--- config.mk ---
export PLATFORM = sky130hd
export DESIGN_NAME = irq_xor_timer
export DESIGN_NICKNAME = d
export VERILOG_FILES = /design/src/rtl/irq_tmr_pkg.sv /design/src/rtl/irq_tmr_regs.sv /design/src/rtl/irq_tmr_stepper.sv /design/src/rtl/irq_xor_timer.sv
export SDC_FILE = /design/constraint.sdc
export NUM_CORES = 1
export LEC_CHECK = 0
export BUFFER_PORTS_ARGS = -buffer_cell sky130_fd_sc_hd__buf_2
export CAP_MARGIN = 20
export CORE_AREA = 2 2 97 99
export CTS_BUF_LIST = sky130_fd_sc_hd__clkbuf_4 sky130_fd_sc_hd__clkbuf_8
export CTS_CLUSTER_DIAMETER = 40
export DETAILED_ROUTE_END_ITERATION = 10
export DIE_AREA = 0 0 99 101
export SLEW_MARGIN = 5
export SYNTH_ARGS = -nofsm -noshare
export SYNTH_HDL_FRONTEND = slang
export SYNTH_HIERARCHICAL = 1
export SYNTH_SLANG_ARGS = --single-unit
--- constraint.sdc ---
create_clock -name clk_i -period 6.3 [get_ports clk_i]
set_clock_uncertainty 0.2 [all_clocks]
set_input_delay 0.63 -clock clk_i [delete_from_list [all_inputs] [get_ports clk_i]]
set_output_delay 0.63 -clock clk_i [all_outputs]
set_load 0.01 [all_outputs]
--- src/rtl/irq_tmr_pkg.sv ---
package irq_tmr_pkg;
  localparam int DW = 8;

  localparam logic [2:0] OFF_ENA  = 3'd0;
  localparam logic [2:0] OFF_MODE = 3'd1;
  localparam logic [2:0] OFF_ARM  = 3'd3;
  localparam logic [2:0] OFF_PLD  = 3'd4;
  localparam logic [2:0] OFF_MLD  = 3'd5;
  localparam logic [2:0] OFF_KEY  = 3'd6;
  localparam logic [2:0] OFF_PSZ  = 3'd7;

  typedef enum logic [1:0] {
    SRC_CPU  = 2'd0,
    SRC_PPU  = 2'd1,
    SRC_LINE = 2'd2,
    SRC_NONE = 2'd3
  } src_e;

  typedef enum logic [1:0] {
    DIR_HOLD0 = 2'd0,
    DIR_UP    = 2'd1,
    DIR_DOWN  = 2'd2,
    DIR_HOLD3 = 2'd3
  } dir_e;

  typedef struct packed {
    dir_e       dir;
    logic [1:0] spare_hi;
    logic       psz_adj;
    logic       spare_lo;
    src_e       src;
  } mode_t;

  localparam logic [DW-1:0] PSZ_WIDE = 8'hFF;
endpackage

--- src/rtl/irq_tmr_regs.sv ---
module irq_tmr_regs
  import irq_tmr_pkg::*;
(
  input  logic          clk_i,
  input  logic          rst_ni,
  input  logic          wr_i,
  input  logic [2:0]    off_i,
  input  logic [DW-1:0] data_i,
  output mode_t         mode_o,
  output logic [DW-1:0] key_o,
  output logic [DW-1:0] psz_o,
  output logic          en_o,
  output logic          ack_o,
  output logic          ld_pre_o,
  output logic          ld_main_o,
  output logic [DW-1:0] ld_val_o
);
  always_ff @(posedge clk_i or negedge rst_ni) begin
    if (!rst_ni) begin
      mode_o <= '0;
      key_o  <= '0;
      psz_o  <= '0;
      en_o   <= 1'b0;
    end else if (wr_i) begin
      case (off_i)
        OFF_ENA:  en_o   <= data_i[0];
        OFF_ARM:  en_o   <= 1'b1;
        OFF_MODE: mode_o <= mode_t'(data_i);
        OFF_KEY:  key_o  <= data_i;
        OFF_PSZ:  psz_o  <= data_i;
        default:  ;
      endcase
    end
  end

  assign ld_val_o  = data_i ^ key_o;
  assign ld_pre_o  = wr_i && (off_i == OFF_PLD);
  assign ld_main_o = wr_i && (off_i == OFF_MLD);
  assign ack_o     = wr_i && (off_i == OFF_ENA) && !data_i[0];
endmodule

--- src/rtl/irq_tmr_stepper.sv ---
module irq_tmr_stepper #(
  parameter int W      = 12,
  parameter int NARROW = 8,
  parameter int LDW    = 8
) (
  input  logic           clk_i,
  input  logic           rst_ni,
  input  logic           load_i,
  input  logic [LDW-1:0] load_val_i,
  input  logic           step_i,
  input  logic           up_i,
  input  logic           wide_i,
  output logic [W-1:0]   q_o,
  output logic           wrap_o
);
  localparam logic [W-1:0] NMASK = W'((64'd1 << NARROW) - 64'd1);

  logic [W-1:0] mask, cur, nxt_act, nxt;

  always_comb begin
    mask    = wide_i ? '1 : NMASK;
    cur     = q_o & mask;
    nxt_act = up_i ? cur + W'(1) : cur - W'(1);
    nxt     = (q_o & ~mask) | (nxt_act & mask);
    wrap_o  = up_i ? (cur == mask) : (cur == '0);
  end

  always_ff @(posedge clk_i or negedge rst_ni) begin
    if (!rst_ni)      q_o <= '0;
    else if (load_i)  q_o <= W'(load_val_i);
    else if (step_i)  q_o <= nxt;
  end
endmodule

--- src/rtl/irq_xor_timer.sv ---
module irq_xor_timer
  import irq_tmr_pkg::*;
#(
  parameter int          ADDR_W = 16,
  parameter logic [3:0]  PAGE   = 4'hC,
  parameter int          WIDE_W = 12
) (
  input  logic              clk_i,
  input  logic              rst_ni,
  input  logic              wr_en_i,
  input  logic [ADDR_W-1:0] addr_i,
  input  logic [DW-1:0]     data_i,
  input  logic              cpu_tick_i,
  input  logic              ppu_edge_i,
  input  logic              line_tick_i,
  output logic              irq_o
);
  localparam int PRE_W = WIDE_W;

  logic          hit;
  mode_t         mode_q;
  logic [DW-1:0] key_q, psz_q, ld_val;
  logic          en_q, ack, ld_pre, ld_main;
  logic          evt, run, up, wide;
  logic          step_pre, step_main, pre_wrap, main_wrap;
  logic [PRE_W-1:0] pre_q;
  logic [DW-1:0]    main_q;
  logic          unused_bits;

  assign hit = wr_en_i && (addr_i[ADDR_W-1 -: 4] == PAGE);
  assign unused_bits = ^{addr_i[ADDR_W-5:3], mode_q.spare_hi, mode_q.spare_lo};

  irq_tmr_regs u_regs (
    .clk_i     (clk_i),
    .rst_ni    (rst_ni),
    .wr_i      (hit),
    .off_i     (addr_i[2:0]),
    .data_i    (data_i),
    .mode_o    (mode_q),
    .key_o     (key_q),
    .psz_o     (psz_q),
    .en_o      (en_q),
    .ack_o     (ack),
    .ld_pre_o  (ld_pre),
    .ld_main_o (ld_main),
    .ld_val_o  (ld_val)
  );

  always_comb begin
    unique case (mode_q.src)
      SRC_CPU:  evt = cpu_tick_i;
      SRC_PPU:  evt = ppu_edge_i;
      SRC_LINE: evt = line_tick_i;
      default:  evt = 1'b0;
    endcase
  end

  // counting runs only for a valid direction and, with size adjust, only at the wide code
  assign up   = (mode_q.dir == DIR_UP);
  assign wide = mode_q.psz_adj && (psz_q == PSZ_WIDE);
  assign run  = ((mode_q.dir == DIR_UP) || (mode_q.dir == DIR_DOWN))
                && (!mode_q.psz_adj || wide);

  assign step_pre  = evt && run;
  assign step_main = step_pre && pre_wrap;

  irq_tmr_stepper #(.W(PRE_W), .NARROW(DW), .LDW(DW)) u_pre (
    .clk_i      (clk_i),
    .rst_ni     (rst_ni),
    .load_i     (ld_pre),
    .load_val_i (ld_val),
    .step_i     (step_pre),
    .up_i       (up),
    .wide_i     (wide),
    .q_o        (pre_q),
    .wrap_o     (pre_wrap)
  );

  irq_tmr_stepper #(.W(DW), .NARROW(DW), .LDW(DW)) u_main (
    .clk_i      (clk_i),
    .rst_ni     (rst_ni),
    .load_i     (ld_main),
    .load_val_i (ld_val),
    .step_i     (step_main),
    .up_i       (up),
    .wide_i     (1'b1),
    .q_o        (main_q),
    .wrap_o     (main_wrap)
  );

  // a load on the main counter suppresses its wrap this cycle
  always_ff @(posedge clk_i or negedge rst_ni) begin
    if (!rst_ni)                                   irq_o <= 1'b0;
    else if (ack)                                  irq_o <= 1'b0;
    else if (step_main && main_wrap && en_q && !ld_main) irq_o <= 1'b1;
  end
endmodule

# After elaboration in Yosys (flattened, before gate mapping)
# Index checks and enable logic that the tools add are counted.
[totals] ff_bits=43 in_bits=30 out_inout_bits=1 word_cells=75
[classes] n_reduce_logical=29 n_bitwise=6 n_mux=13 eq_ne=14 n_addsub=4
[op_table] cell="2-to-1 mux 12 bit" count=4
[op_table] cell="AND 12 bit" count=3
[op_table] cell="2-to-1 mux 8 bit" count=3
[op_table] cell="equality test 8 bit (second input constant)" count=2
[op_table] cell="adder 12 x 1 -> 12 bit (second input constant)" count=1
[op_table] cell="equality test 12 bit" count=1
[op_table] cell="equality test 3 bit (second input constant)" count=4
[op_table] cell="logical AND 1 bit" count=12
[op_table] cell="logical NOT 12 bit" count=1
[op_table] cell="inverter 12 bit" count=1
[op_table] cell="bitwise OR 12 bit" count=1
[op_table] cell="subtractor 12 x 1 -> 12 bit (second input constant)" count=1
[op_table] cell="adder 8 x 1 -> 8 bit (second input constant)" count=1
[op_table] cell="logical NOT 8 bit" count=1
[op_table] cell="AND reduction 2 bit" count=4
[op_table] cell="nonzero test 2 bit" count=4
[op_table] cell="subtractor 8 x 1 -> 8 bit (second input constant)" count=1
[op_table] cell="XOR 8 bit" count=1
[op_table] cell="equality test 2 x 1 -> 1 bit (second input constant)" count=2
[op_table] cell="equality test 2 bit (second input constant)" count=2
[op_table] cell="equality test 4 bit (second input constant)" count=1
[op_table] cell="2-to-1 mux 1 bit" count=4
[op_table] cell="equality test 3 x 1 -> 1 bit (second input constant)" count=1
[op_table] cell="equality test 3 x 2 -> 1 bit (second input constant)" count=1
[op_table] cell="6 further kinds" count=9

# Longest topological paths before layout
# Gate-level depths: netlist of run 1.
[logic_depth] depth_word=12 mapped_depth=11 mapped_depth_nobuf=11

# By module
# The synthesis of run 1 kept the hierarchy.
[by_module_without_submodules] mod="irq_tmr_stepper at u_pre" area_each_um2=1107.3 seq_area_each_um2=300.3 cells_each=123 n_inst=1
[by_module_without_submodules] mod="irq_tmr_regs" area_each_um2=1083.5 seq_area_each_um2=625.6 cells_each=73 n_inst=1
[by_module_without_submodules] mod="irq_tmr_stepper at u_main" area_each_um2=719.4 seq_area_each_um2=200.2 cells_each=85 n_inst=1
[by_module_without_submodules] mod="irq_xor_timer" area_each_um2=150.1 seq_area_each_um2=25.0 cells_each=20 n_inst=1

# Worst setup path after synthesis of run 1
# Ideal clock, no wire load.
[synth_path] path_type="reg2reg" from="reg u_regs/mode_o[7] (netlist bit)" to="reg u_main.q_o[7]" t_arrival_ps=2384 stages_incl_launch_ff=10 required_time_ps=6005 period_less_slack_ps=2679 setup_slack_ps=3621 n_path_buf=0 setup_ps=95 path_cell_list="dfrtp_1 > inv_1 > ha_1 > inv_1 > ha_1 > o21ai_0 > or3_1 > and4_4 > o31a_1 > o31ai_1"
[synth_between] elab_chain_cells=6 word_cells_on_any_way=11 classes_between="eq/ne (2); mux (4); reduce/logical (5)"
[synth_rtl] item="from (decl)" line_no="irq_tmr_regs.sv:9" text="output mode_t mode_o,"
[synth_rtl] item="from (signal assigned)" line_no="irq_tmr_regs.sv:28" text="OFF_MODE: mode_o <= mode_t'(data_i);"
[synth_rtl] item="equality test 2 x 1 -> 1 bit (*)" line_no="irq_xor_timer.sv:59" text="assign up = (mode_q.dir == DIR_UP);"
[synth_rtl] item="named net up" line_no="irq_xor_timer.sv:24" text="logic evt, run, up, wide;"
[synth_rtl] item="logical OR 1 bit" line_no="irq_xor_timer.sv:61" text="assign run = ((mode_q.dir == DIR_UP) || (mode_q.dir == DIR_DOWN))"
[synth_rtl] item="logical AND 1 bit" line_no="irq_xor_timer.sv:62" text="&& (!mode_q.psz_adj || wide);"
[synth_rtl] item="logical AND 1 bit" line_no="irq_xor_timer.sv:64" text="assign step_pre = evt && run;"
[synth_rtl] item="logical AND 1 bit" line_no="irq_xor_timer.sv:65" text="assign step_main = step_pre && pre_wrap;"
[synth_rtl] item="nonzero test 2 bit (no line)"
[synth_rtl] item="to (signal assigned)" line_no="irq_tmr_stepper.sv:30" text="else if (load_i) q_o <= W'(load_val_i);"
[synth_rtl] item="to (signal assigned)" line_no="irq_tmr_stepper.sv:31" text="else if (step_i) q_o <= nxt;"
[synth_rtl] item="to (decl)" line_no="irq_tmr_stepper.sv:13" text="output logic [W-1:0] q_o,"
# The timed path passes the listed nets; every way through them passes the cells marked *. The select of a mux whose other input is x is not followed.
# A chain may end at the register's enable or synchronous reset.

# Worst setup path after layout of run 1
[layout_path] from="reg u_regs.psz_o[6]" to="reg u_main.q_o[7]"
[layout_between] elab_chain_cells=8 word_cells_on_any_way=12 classes_between="eq/ne (2); mux (2); bitwise (1); reduce/logical (7)"
[layout_rtl] item="from (decl)" line_no="irq_tmr_regs.sv:11" text="output logic [DW-1:0] psz_o,"
[layout_rtl] item="from (signal assigned)" line_no="irq_tmr_regs.sv:30" text="OFF_PSZ: psz_o <= data_i;"
[layout_rtl] item="equality test 8 bit (*)" line_no="irq_xor_timer.sv:60" text="assign wide = mode_q.psz_adj && (psz_q == PSZ_WIDE);"
[layout_rtl] item="logical AND 1 bit (*)" line_no="irq_xor_timer.sv:60"
[layout_rtl] item="named net wide" line_no="irq_xor_timer.sv:24"
[layout_rtl] item="2-to-1 mux 12 bit (*)" line_no="irq_tmr_stepper.sv:21" text="mask = wide_i ? '1 : NMASK;"
[layout_rtl] item="AND 12 bit" line_no="irq_tmr_stepper.sv:22" text="cur = q_o & mask;"
[layout_rtl] item="equality test 12 bit / logical NOT 12 bit (equally long branches)" line_no="irq_tmr_stepper.sv:25" text="wrap_o = up_i ? (cur == mask) : (cur == '0);"
[layout_rtl] item="2-to-1 mux 1 bit (*)" line_no="irq_tmr_stepper.sv:25"
[layout_rtl] item="named net pre_wrap" line_no="irq_xor_timer.sv:25" text="logic step_pre, step_main, pre_wrap, main_wrap;"
[layout_rtl] item="logical AND 1 bit (*)" line_no="irq_xor_timer.sv:65"
[layout_rtl] item="named net step_main" line_no="irq_xor_timer.sv:25"
[layout_rtl] item="nonzero test 2 bit (no line) (*)"
# The timed path passes the listed nets; every way through them passes the cells marked *.

==> impl_metrics.yaml, run 1 <==
die:
  core-area_sq_um: 8980
  die-width_microns: 99
  io_pins: 31
  die_area_sq_um: 10000
  die_h_microns: 101
  start_util: 0.328
  rows: 35
pwr:
  p_switching_mw: 0.474
  powerDensity_nw_per_um2: 365
  p_int_mw: 0.727
  power.share.sequential: 0.332
  clkPwrFrac: 0.184
  p_leak_nw: 1.44
  p_comb_frac: 0.484
  sw_frac_of_total: 0.395
  ir_drop_mv: 0.152
detailed_routing:
  drtAntennaViolNets: 0
  viasPerCell: 5.22
  wirelength_mm: 6.19
  dr.first_iter.drc_count: 96
  dr.pass1.iters: 4
  wl_per_cell_microns: 14.5
  via_count: 2236
  drc: 0
worst_setup_path:
  cp.arrival_ns: 3.13
  crit_type: "reg2reg"
  path_max_fanout: 17
  reg2reg_to: "u_main/q_o[7]"
  r2r_slack_ns: 3.18
  required_ns: 6.31
  start_kind: "register"
  worstSetupEndpointType: "register"
  crit_end: "u_main/q_o[7]"
  rr_worst_depth: 10
  r2r-start: "u_regs/psz_o[6]"
  cp-startpoint: "u_regs/psz_o[6]"
status:
  outcome: "completed"
sta:
  hold_slack_ns: 0.274
  finalCriticalPeriod_ns: 3.12
  finalCritPeriodShare: 0.496
  tightest_slew_ns: 0.968
  tns_ns: 0
  setup_violations: 0
  report.final.hold_viol_count: 0
  clock.fmax_mhz: 320
  slew_headroom: 0.352
  rsz0062_at_grt: "false"
  final_max_slew_viol_count: 0
clock_network:
  tritoncts: "done"
  cts_resized: 0
  hold_buffers: 0
  clock_sink_count: 43
  post_cts_buffers: 0
  root_buffer: "clkbuf_8"
  clkTransAtPathRegs_ns: 0.09
  numCtsBuffers: 5
  clk_latency_ns: 0.30
  clock_path_buffers: 2
  cts.htree.levels: 2
placed_design:
  dp_hpwl_mm: 4.73
  gp_congestion: 0.838
  io_buffer_count: 21
  dpl_cell_area_sq_um: 3170
global_route:
  overflow: 0
  grt_max_degree: 44
  antenna_found_initial: 0
  grt.total_usage: 0.126
  grt_pass1_wl_mm: 10.4
  grt_pass1_vias: 2170
min_path:
  hold_class: "in2async"
cells_and_area:
  fillCellCount: 867
  utilization: 0.366
  diodes: 0
  fin_area_sq_um: 3290
  synthToLayoutAreaGrowth_pct: 11.5
  drive_above_1_share: 0.233
  nets: 366
yosys:
  postSynthCellCount: 294
  yosysWarnings: 6
  syn_area_per_cell_sq_um: 10.0
  syn_nets: 344
  netlist_area_sq_um: 2950
job:
  cap_violations: 0
-- worst min path at each step --
stage / startpoint / slack [ns] / to
after floorplan: rst_ni / 0.13 / irq_o
after global placement: u_regs/psz_o[1] / 0.29 / u_regs/psz_o[1]
after CTS: rst_ni / 0.30 / u_regs/psz_o[7]
after detailed placement: u_regs/psz_o[7] / 0.30 / u_regs/psz_o[7]
final: rst_ni / 0.27 / u_regs/psz_o[7]
after global routing: u_regs/psz_o[7] / 0.34 / u_regs/psz_o[7]
-- layout by cell type (no fill, tap or decap), drive strengths merged, types with 2 or more instances in the layout --
master and n:
mux2i 5, o22ai 2, and3b 2, nor2 9, o21ai 27, ha 18, nor3 4, or3 2
a21oi 12, a31oi 2, nor2b 3, dfrtp 43, nand2b 4, fa 2, inv 16, nor4b 3
and2 4, clkbuf 5, nor4 5, o21bai 3, nand4 10, nand3 3, a211oi 7, xnor2 11
mux2 27, xor2 11, buf 22, o31ai 2, a21o 4, nand2 30
-- state kept, by name, summed over array words and instances (netlist names) --
name and cells:
u_pre/q_o 12, u_main/q_o 8, u_regs/key_o 8, u_regs/psz_o 8, u_regs/mode_o 5, irq_o 1, u_regs/en_o 1
-- power groups by stage --
stage	clock network, mW	registers (mW)	logic (mW)
after floorplan	0	0.384	0.473
after global placement	0	0.402	0.563
after detailed placement	0	0.405	0.576
after CTS	0.227	0.399	0.580
after global routing	0.242	0.409	0.650
final	0.221	0.399	0.580
-- per-stage QoR --
step,power [mW],setup slack [ns],instances
6_report,1.20,3.18,428
5_1_grt,1.30,2.95,428
4_1_cts,1.21,3.16,428
3_5_place_dp,0.981,3.18,420
3_3_place_gp,0.965,3.19,420
2_1_floorplan,0.858,3.62,294
-- layer usage --
layer	vias to the layer above	global-route usage	part of all wire
met2	30	0.210	0.48
met3	4	0.0194	0.030
li1	1127	-	-
met5	-	0	0
met1	1075	0.174	0.49
met4	0	0.0263	0.0060
-- layout make-up --
type / instances / area [sq um] / share of cell area
Multi-Input combinational cell: 229 / 1790 / 0.544
Sequential cell: 43 / 1080 / 0.327
Tap cell: 111 / 139 / 0.0423
Timing Repair Buffer: 22 / 113 / 0.0343
Clock buffer: 5 / 68.8 / 0.0209
Inverter: 15 / 56.3 / 0.0171
Clock inverter: 3 / 47.5 / 0.0145
-- critical path, cell delays in order, from the launching register on --
cell	delay, ns
dfrtp_1	0.36
nand4_1	0.13
nor3_1	0.64
nand2_1	0.22
nand4_1	0.16
or4_1	0.14
nand2_1	0.08
and2_1	0.34
and4_4	0.25
o31a_1	0.30
o31ai_1	0.23
Note: power is estimated with default switching activity, not from simulation.
==> run 2: changes to the inputs <==
ABC_AREA = 1   (was default)
CORE_AREA = 2 2 101 103   (was 2 2 97 99)
DIE_AREA = 0 0 103 105   (was 0 0 99 101)
clock period = 3.2 ns   (was 6.3 ns; I/O delays follow)
==> impl_metrics.yaml, run 2 <==
status:
  outcome: "completed"
clock_network:
  clock_sink_count: 43
  tritoncts: "done"
  numCtsBuffers: 5
  root_buffer: "clkbuf_8"
  clk_latency_ns: 0.30
  cts.htree.levels: 2
  clock_path_buffers: 2
  clkTransAtPathRegs_ns: 0.09
cells_and_area:
  fin_cells: 634
  multi_input_area_sq_um: 1900
  drive_above_1_share: 0.114
  nets: 550
  mostFrequentLayoutCells: "nand2_1, inv_1, nand3_1, dfrtp_1, nor2_1"
  fin_area_sq_um: 3670
  synthToLayoutAreaGrowth_pct: 13.9
  final_common_cell: "nand2_1"
  largest_reg_flops: 12
  regMostFlops: "u_pre/q_o"
  diodes: 0
  regArea_sq_um: 1080
  fillCellCount: 1049
placed_design:
  dp_hpwl_mm: 5.71
  place_ws_ns: 0.722
  dpl_cell_area_sq_um: 3500
  gp_congestion: 0.822
  io_buffer_count: 21
  dpl.cell_count: 624
min_path:
  worstHoldEndpoint: "u_regs/psz_o[2]"
  hold_depth: 3
  worstHoldStart: "data_i[2]"
  hold_class: "in2reg"
worst_setup_path:
  crit_path_frequent_cell: "nand2_1"
  cp_num_cells: 14
  critPathMaxStageDelay_ns: 0.39
  reg2reg_to: "u_main/q_o[2]"
  cp_top_family: "simple AND/OR/NAND/NOR gates"
  r2r_slack_ns: 0.70
  path_max_fanout: 13
  cp.arrival_ns: 2.52
  rr_worst_depth: 14
  r2r-start: "u_regs/psz_o[1]"
  required_ns: 3.22
  critPathBufInv: 3
  crit_type: "reg2reg"
  crit_chain: "nand2_1 -> nor2_1 -> nand2_1 -> nor2_1 -> buf_4 -> nand2_1 -> nand4_1 -> o31ai_1 -> inv_1 -> nor2_1 -> nand2_1 -> inv_2 -> nand2_1 -> o211ai_2"
  worstSetupEndpointType: "register"
  cpMaxStageDelayCell: "o31ai_1"
  start_kind: "register"
die:
  rows: 36
  die_area_sq_um: 10800
  die_h_microns: 105
  die-width_microns: 103
  core-area_sq_um: 9640
  start_util: 0.335
  io_pins: 31
sta:
  report.final.hold_viol_count: 0
  slew_headroom: 0.587
  setup_violations: 0
  clock.fmax_mhz: 401
  tns_ns: 0
  finalCritPeriodShare: 0.780
  fin_ws_ns: 0.705
  tightest_slew_ns: 0.618
  final_max_slew_viol_count: 0
  rsz0062_at_grt: "false"
  finalCriticalPeriod_ns: 2.50
job:
  cap_violations: 0
detailed_routing:
  wl_per_cell_microns: 11.6
  viasPerCell: 4.67
  via_count: 2960
  drc: 0
  dr.pass1.iters: 4
  wirelength_mm: 7.36
  drtAntennaViolNets: 0
  dr.first_iter.drc_count: 138
pwr:
  p_leak_nw: 2.05
  ir_drop_mv: 0.240
  powerDensity_nw_per_um2: 728
yosys:
  netlist_area_sq_um: 3220
  syn_nets: 520
  postSynthCellCount: 470
  yosysWarnings: 6
  syn_area_per_cell_sq_um: 6.86
global_route:
  grt_pass1_wl_mm: 12.9
  grt_max_degree: 44
  antenna_found_initial: 0
  grt.total_usage: 0.145
  grt_pass1_vias: 2833
  overflow: 0
==> run 2: cell types whose count changed in the layout (fill, tap and decap cells not counted), moves of 5 or more <==
cell | previous run | this run
xnor2_1 | 11 | 1
a21oi_1 | 10 | 16
inv_1 | 15 | 51
mux2i_1 | 5 | 0
a211oi_1 | 7 | 0
o21ai_0 | 21 | 14
nor2_1 | 9 | 34
mux2_2 | 27 | 0
nand3_1 | 3 | 46
o21ai_1 | 4 | 9
nand2_1 | 28 | 176
==> run 2: what timing repair did <==
item / 4_1_cts / 5_1_grt
setup endpoints to repair: 0 / 0
hold buffers: 0 / 1
buffers inserted: 0 / 0
resized for setup: 0 / 0
hold endpoints to repair: 0 / 43
==> run 2: tightest hold or removal path, delay by kind of cell <==
| kind | cells | cell delay, ns |
|---|---|---|
| buffers and inverters | 1 | 0.11 |
| and+or+nand+nor | 2 | 0.10 |
==> run 2: cell type report <==
cell class	count	share of cell area
Clock buffer	5	0.0187
Multi-Input combinational cell	365	0.517
Clock inverter	3	0.0194
Tap cell	133	0.0453
Sequential cell	43	0.293
Inverter	57	0.0596
Timing Repair Buffer	28	0.0470
==> run 2: power breakdown <==
part           total [mW]  switching [mW]  leakage, nW  internal (mW)
Clock               0.528           0.211       0.0703          0.317
Combinational        1.34           0.813         1.42          0.523
Sequential          0.807           0.146        0.568          0.662
==> run 2: worst max-delay path by stage <==
| stage | startpoint | end | slack (ns) |
|---|---|---|---|
| after global routing | u_regs/psz_o[3] | u_main/q_o[6] | 0.44 |
| after CTS | u_regs/psz_o[1] | u_main/q_o[2] | 0.67 |
| final | u_regs/psz_o[1] | u_main/q_o[2] | 0.70 |
| after global placement | u_regs/psz_o[2] | u_main/q_o[2] | 0.78 |
| after detailed placement | u_regs/psz_o[5] | u_main/q_o[2] | 0.72 |
| after floorplan | u_regs/mode_o[7] | u_pre/q_o[4] | 0.98 |
==> run 2: per-layer routing <==
metal | routed length (microns) | global-route usage | up-vias
met5 | 0 | 0 | -
met4 | 45 | 0.0254 | 0
met3 | 331 | 0.0241 | 6
met2 | 3340 | 0.233 | 62
met1 | 3640 | 0.207 | 1321
li1 | - | - | 1571
==> run 2: metrics by stage <==
step,util,hold slack (ns),power [mW]
2_1_floorplan,-,-0.176,1.85
3_3_place_gp,0.363,0.258,2.12
3_5_place_dp,0.363,0.267,2.14
4_1_cts,0.378,0.00632,2.68
5_1_grt,0.381,0.0869,2.95
6_report,0.381,0.0662,2.67
